File: src/rtl/ptb_pkg.sv
`timescale 1ns/1ps
package ptb_pkg;
    typedef enum logic {
        CNT_DOWN = 1'b0,
        CNT_UPDN = 1'b1
    } cnt_mode_e;
endpackage

File: src/rtl/ptb_shadow.sv
`timescale 1ns/1ps
module ptb_shadow #(
    parameter int W    = 16,
    parameter int NCMP = 2
) (
    input  logic                       clk,
    input  logic                       capture,
    input  logic [W-1:0]               load_in,
    input  logic [NCMP-1:0][W-1:0]     cmp_in,
    output logic [W-1:0]               ld_q,
    output logic [W-1:0]               ld_d,
    output logic [NCMP-1:0][W-1:0]     cmp_d
);
    typedef struct packed {
        logic [W-1:0]           ld;
        logic [NCMP-1:0][W-1:0] cmp;
    } shadow_t;

    shadow_t sh_d, sh_q;

    always_comb begin
        sh_d = sh_q;
        if (capture) begin
            sh_d.ld  = load_in;
            sh_d.cmp = cmp_in;
        end
    end

    always_ff @(posedge clk) begin
        sh_q <= sh_d;
    end

    assign ld_q  = sh_q.ld;
    assign ld_d  = sh_d.ld;
    assign cmp_d = sh_d.cmp;
endmodule

File: src/rtl/ptb_counter.sv
`timescale 1ns/1ps
module ptb_counter
    import ptb_pkg::*;
#(
    parameter int W = 16
) (
    input  logic         clk,
    input  logic         run,
    input  cnt_mode_e    mode,
    input  logic [W-1:0] ld_q,
    input  logic [W-1:0] load_in,
    output logic [W-1:0] cnt_q,
    output logic         dir_q,
    output logic [W-1:0] cnt_d,
    output logic         dir_d
);
    localparam logic [W-1:0] ONE = W'(1);

    typedef struct packed {
        logic [W-1:0] cnt;
        logic         dir;
    } ctr_t;

    ctr_t st_d, st_q;
    logic [W-1:0] ld_m1;

    assign ld_m1 = ld_q - ONE;

    always_comb begin
        st_d = st_q;
        if (!run) begin
            st_d.cnt = (mode == CNT_UPDN) ? '0 : load_in;
            st_d.dir = 1'b0;
        end else if (mode == CNT_DOWN) begin
            st_d.dir = 1'b0;
            st_d.cnt = (st_q.cnt == '0) ? ld_q : st_q.cnt - ONE;
        end else if (ld_q == '0) begin
            st_d.cnt = '0;
            st_d.dir = 1'b0;
        end else if (st_q.dir) begin
            if (st_q.cnt >= ld_m1) begin
                st_d.cnt = ld_q;
                st_d.dir = 1'b0;
            end else begin
                st_d.cnt = st_q.cnt + ONE;
                st_d.dir = 1'b1;
            end
        end else begin
            if (st_q.cnt <= ONE) begin
                st_d.cnt = '0;
                st_d.dir = (load_in != '0);
            end else begin
                st_d.cnt = st_q.cnt - ONE;
                st_d.dir = 1'b0;
            end
        end
    end

    always_ff @(posedge clk) begin
        st_q <= st_d;
    end

    assign cnt_q = st_q.cnt;
    assign dir_q = st_q.dir;
    assign cnt_d = st_d.cnt;
    assign dir_d = st_d.dir;
endmodule

File: src/rtl/ptb_events.sv
`timescale 1ns/1ps
module ptb_events #(
    parameter int W    = 16,
    parameter int NCMP = 2
) (
    input  logic                   clk,
    input  logic                   run,
    input  logic [W-1:0]           cnt_d,
    input  logic                   dir_d,
    input  logic [W-1:0]           ld_d,
    input  logic [NCMP-1:0][W-1:0] cmp_d,
    output logic                   zero_q,
    output logic                   load_q,
    output logic [NCMP-1:0]        up_q,
    output logic [NCMP-1:0]        dn_q
);
    typedef struct packed {
        logic            zero;
        logic            load;
        logic [NCMP-1:0] up;
        logic [NCMP-1:0] dn;
    } evt_t;

    evt_t ev_d, ev_q;
    logic [NCMP-1:0] hit;

    for (genvar i = 0; i < NCMP; i++) begin : g_cmp
        assign hit[i] = (cmp_d[i] <= ld_d) && (cnt_d == cmp_d[i]);
    end

    always_comb begin
        ev_d = '0;
        if (run) begin
            ev_d.zero = (cnt_d == '0);
            ev_d.load = (cnt_d == ld_d);
            ev_d.up   = hit & {NCMP{dir_d}};
            ev_d.dn   = hit & {NCMP{~dir_d}};
        end
    end

    always_ff @(posedge clk) begin
        ev_q <= ev_d;
    end

    assign zero_q = ev_q.zero;
    assign load_q = ev_q.load;
    assign up_q   = ev_q.up;
    assign dn_q   = ev_q.dn;
endmodule

File: src/rtl/pwm_timebase.sv
`timescale 1ns/1ps
module pwm_timebase
    import ptb_pkg::*;
#(
    parameter int W = 16
) (
    input  logic         clk,
    input  logic         rst,
    input  logic         en,
    input  logic         mode,
    input  logic [W-1:0] load_val,
    input  logic [W-1:0] cmpa_val,
    input  logic [W-1:0] cmpb_val,
    output logic [W-1:0] count,
    output logic         dir,
    output logic         zero_evt,
    output logic         load_evt,
    output logic         cmpa_up,
    output logic         cmpa_dn,
    output logic         cmpb_up,
    output logic         cmpb_dn
);
    localparam int NCMP = 2;

    logic                   run;
    logic                   capture;
    logic [W-1:0]           ld_q, ld_d, cnt_d;
    logic                   dir_d;
    logic [NCMP-1:0][W-1:0] cmp_bus, cmp_d;
    logic [NCMP-1:0]        up_q, dn_q;

    assign run     = en & ~rst;
    assign cmp_bus = {cmpb_val, cmpa_val};
    assign capture = ~run | (cnt_d == '0);

    ptb_shadow #(.W(W), .NCMP(NCMP)) u_shadow (
        .clk     (clk),
        .capture (capture),
        .load_in (load_val),
        .cmp_in  (cmp_bus),
        .ld_q    (ld_q),
        .ld_d    (ld_d),
        .cmp_d   (cmp_d)
    );

    ptb_counter #(.W(W)) u_counter (
        .clk     (clk),
        .run     (run),
        .mode    (cnt_mode_e'(mode)),
        .ld_q    (ld_q),
        .load_in (load_val),
        .cnt_q   (count),
        .dir_q   (dir),
        .cnt_d   (cnt_d),
        .dir_d   (dir_d)
    );

    ptb_events #(.W(W), .NCMP(NCMP)) u_events (
        .clk    (clk),
        .run    (run),
        .cnt_d  (cnt_d),
        .dir_d  (dir_d),
        .ld_d   (ld_d),
        .cmp_d  (cmp_d),
        .zero_q (zero_evt),
        .load_q (load_evt),
        .up_q   (up_q),
        .dn_q   (dn_q)
    );

    assign cmpa_up = up_q[0];
    assign cmpa_dn = dn_q[0];
    assign cmpb_up = up_q[1];
    assign cmpb_dn = dn_q[1];
endmodule

File: config.mk
export PLATFORM = sky130hd
export DESIGN_NAME = pwm_timebase
export DESIGN_NICKNAME = d
export VERILOG_FILES = /design/src/rtl/ptb_pkg.sv /design/src/rtl/ptb_shadow.sv /design/src/rtl/ptb_counter.sv /design/src/rtl/ptb_events.sv /design/src/rtl/pwm_timebase.sv
export SDC_FILE = /design/constraint.sdc
export NUM_CORES = 1
export LEC_CHECK = 0
export BUFFER_PORTS_ARGS = -buffer_cell sky130_fd_sc_hd__buf_2
export CORE_MARGIN = 2
export CORE_UTILIZATION = 45
export DETAILED_ROUTE_END_ITERATION = 8
export PLACE_DENSITY = 0.64
export REMOVE_ABC_BUFFERS = 1
export SLEW_MARGIN = 20
export SYNTH_ARGS = -nofsm -noshare
export SYNTH_HDL_FRONTEND = slang
export SYNTH_HIERARCHICAL = 1
export SYNTH_SLANG_ARGS = --single-unit
File: constraint.sdc
create_clock -name clk -period 6.1 [get_ports clk]
set_input_delay 1.22 -clock clk [delete_from_list [all_inputs] [get_ports clk]]
set_output_delay 1.22 -clock clk [all_outputs]
set_load 0.01 [all_outputs]
==> qor.csv <==
metric,value,unit
syn2layout_area_growth,35.66,%
core-area,12620,um2
htreeDepth,3,
finalHoldViolCount,0,
drc,0,
antenna_found_initial,0,
ys.warnings.count,6,
power_density,220.7,nW/um2
synth_top_area_share,24.53,%
worst-path-buf-inv,7,
grt_max_degree,27,
ys.flop_type,dfxtp_1,
hp-class,reg2reg,
synth_cell_types,69,
ios,75,
initial_core_util,45.93,%
period_minus_slack,6.216,ns
rows,41,
cts_sinks,71,
root_buffer,clkbuf_16,
yosysTopAreaCell,dfxtp_1,
final.setup_skew,0.007419,ns
fin_nets,941,
fin_util,62.30,%
fp.dieH,117.5,um
overflow,0,
wl,20100,um
cp.required,6.37,ns
synthMuxAreaShare,12.24,%
fin_crit_sh,101.9,%
setup_ws,-0.1156,ns
worst_ep_arrival_time,6.48,ns
clk-insertion-delay-late,0.34,ns
total_power,0.001735,W
critPathMaxStageDelay,0.51,ns
rsz0062_at_grt,yes,
syn-instance-count,646,
synth_compound_gate_area_share,15.03,%
drt_pass1_iterations,5,
end_kind,register,
slew_viol_final,0,
ys_seq_elements,71,
placed_area,7014,um2
grt_pass1_wl,31350,um
io_buffers,74,
setup.worst_path.start_class,register,
final_layout_size_suffix_gt1_share,41.90,%
tightest_slew,0.8800,ns
ys_seq_area_share,24.53,%
multiInputGateArea,4233,um2
violations,negative setup slack,
layout_commonest_cell,buf_4,
avgSynthCellArea,8.971,um2
synth_area_leaders,"dfxtp_1 25%, ha_1 11%, xnor2_1 6.8%",
grtUsageTotal,28.60,%
wl_per_cell,19.86,um
synthAdderAreaFrac,11.44,%
final_cell_mix,"136 x buf_4, 74 x buf_2, 68 x dfxtp_1, 48 x ha_1, 44 x xnor2_1",
clkSlewWorstSetupHoldPaths,0.06,ns
post_synth_and_or_nand_nor_area_fraction,18.07,%
synthArstFlopShare,0,%
clk_path_buf_depth,2,
syn-cell-area,5796,um2
path_common_cell,buf_6,
dieArea,13800,um2
critPathTopFamily,simple AND/OR/NAND/NOR gates,
setup_viol,4,
drtIter0Drc,535,
die_x,117.5,um
crit_path_top_delay_cell,or4_4,
regArea,1425,um2
drv_cap,0,
antenna_cells,0,
grt_pass1_vias,5883,
cts_tree,yes,
power.leakage,3.479,nW
final_cell_area,7863,um2
gp_congestion,0.9312,
vias_per_cell,5.825,
max_freq,160.9,MHz
synth-edff-count,0,
worstSetupPathType,reg2reg,
synth_xor_area_share,11.79,%
ir_drop,0.1474,mV
slew_headroom,40.88,%
status,finished with violations,
nFillCells,1074,
ant_nets,0,
synth_top_family_by_area,simple AND/OR/NAND/NOR gates,
numCtsBuffers,9,
post-dp-hpwl,15160,um
via_count,5895,
worst-path-max-fanout,6,
==> metal layers <==
layer	global-route usage (%)	share of wire, %
met1	35.71	41
met2	47.66	47
met3	3.779	6.1
met4	15.89	5.7
met5	0	0
==> cells in the mapped netlist (3+ instances only) <==
library cell   n
nand4_1       21
mux2i_1        6
a31oi_1        5
buf_6          7
dfxtp_1       71
nor3_1        19
a32oi_1        4
buf_4         17
a211o_1        6
and3_1         6
xnor2_1       45
or4_1          6
nand3_1       19
a21o_1         4
mux2_2        31
a21oi_2        3
nand2_1       34
xor2_1        33
mux2_4        20
buf_2         11
nor4_1        20
o21ai_0       13
ha_1          53
clkbuf_1       8
nor2b_1        7
inv_1         29
o211ai_1       3
nor2_1        30
a21oi_1       44
o22ai_1        6
nor4_2         3
a211oi_1      12
==> flip-flops by register name, summed over array words and instances (netlist names) <==
| name | cells |
|---|---|
| u_shadow/sh_q | 32 |
| u_counter/cnt_q | 16 |
| u_shadow/ld_q | 16 |
| u_events/dn_q | 2 |
| u_events/up_q | 2 |
| u_counter/dir_q | 1 |
| u_events/load_q | 1 |
| u_events/zero_q | 1 |
==> final timing paths <==
kind	from	to	slack, ns	depth (start not counted)
max	u_shadow/ld_q[3]$_DFF_P_	u_events/up_q[1]$_SDFF_PN0_	-0.12	29
min	u_shadow/sh_q[13]$_DFF_P_	u_shadow/sh_q[13]$_DFF_P_	0.51	1
max reg2reg	u_shadow/ld_q[3]$_DFF_P_	u_events/up_q[1]$_SDFF_PN0_	-0.12	29
min reg2reg	u_shadow/sh_q[13]$_DFF_P_	u_shadow/sh_q[13]$_DFF_P_	0.51	1
==> power breakdown <==
group | internal (W) | leakage, nW | total (W) | switching [W]
Clock | 0.000336 | 0.145 | 0.000541 | 0.000205
Combinational | 0.000318 | 2.74 | 0.000645 | 0.000327
Sequential | 0.000503 | 0.595 | 0.000549 | 0.0000458
Total | 0.00116 | 3.48 | 0.00174 | 0.000578
==> kinds of logic after synthesis <==
logic type / Yosys count
AO/OA/AOI/OAI: 127
adder cells (fa/ha/maj): 53
AND/OR/NAND/NOR: 188
multiplexers: 57
buffers and inverters: 72
XOR/XNOR: 78
flip-flops: 71
==> metrics by stage <==
step	hold WS, ns	std cells	setup TNS, ns	setup WS [ns]
after CTS	0.5160	1010	-0.03688	-0.02177
after floorplan	0.4646	603	-113.50	-3.308
after detailed placement	0.5024	967	-1.200	-0.3435
after global placement	0.4962	967	-0.4384	-0.1686
final	0.5147	1012	-0.2666	-0.1156
after global routing	0.5275	1012	-1.217	-0.3353
==> area by class of cell <==
class	instances	share of cell area (%)
Multi-Input combinational cell	503	53.84
Timing Repair Buffer	222	20.05
Sequential cell	71	18.13
Clock buffer	12	3.262
Tap cell	172	2.737
Inverter	29	1.448
Clock inverter	3	0.5411
==> worst register-to-register path, delay by kind of cell (launching register included) <==
family	cells	cell delay (ns)
and+or+nand+nor	9	2.07
xor gates and xnor gates	1	0.14
buffers and inverters	7	0.94
muxes	1	0.33
adders and majority gates	2	0.53
DFF	1	0.34
AOI/OAI and AO/OA	9	1.80
==> timing repair <==
action                     4_1_cts  5_1_grt
hold buffers                     0        0
resized for setup               50       25
setup endpoints to repair        5        5
pin swaps                       19       10
cloned                           2        0
buffers inserted                26        2
Note: power is estimated with default switching activity, not from simulation.
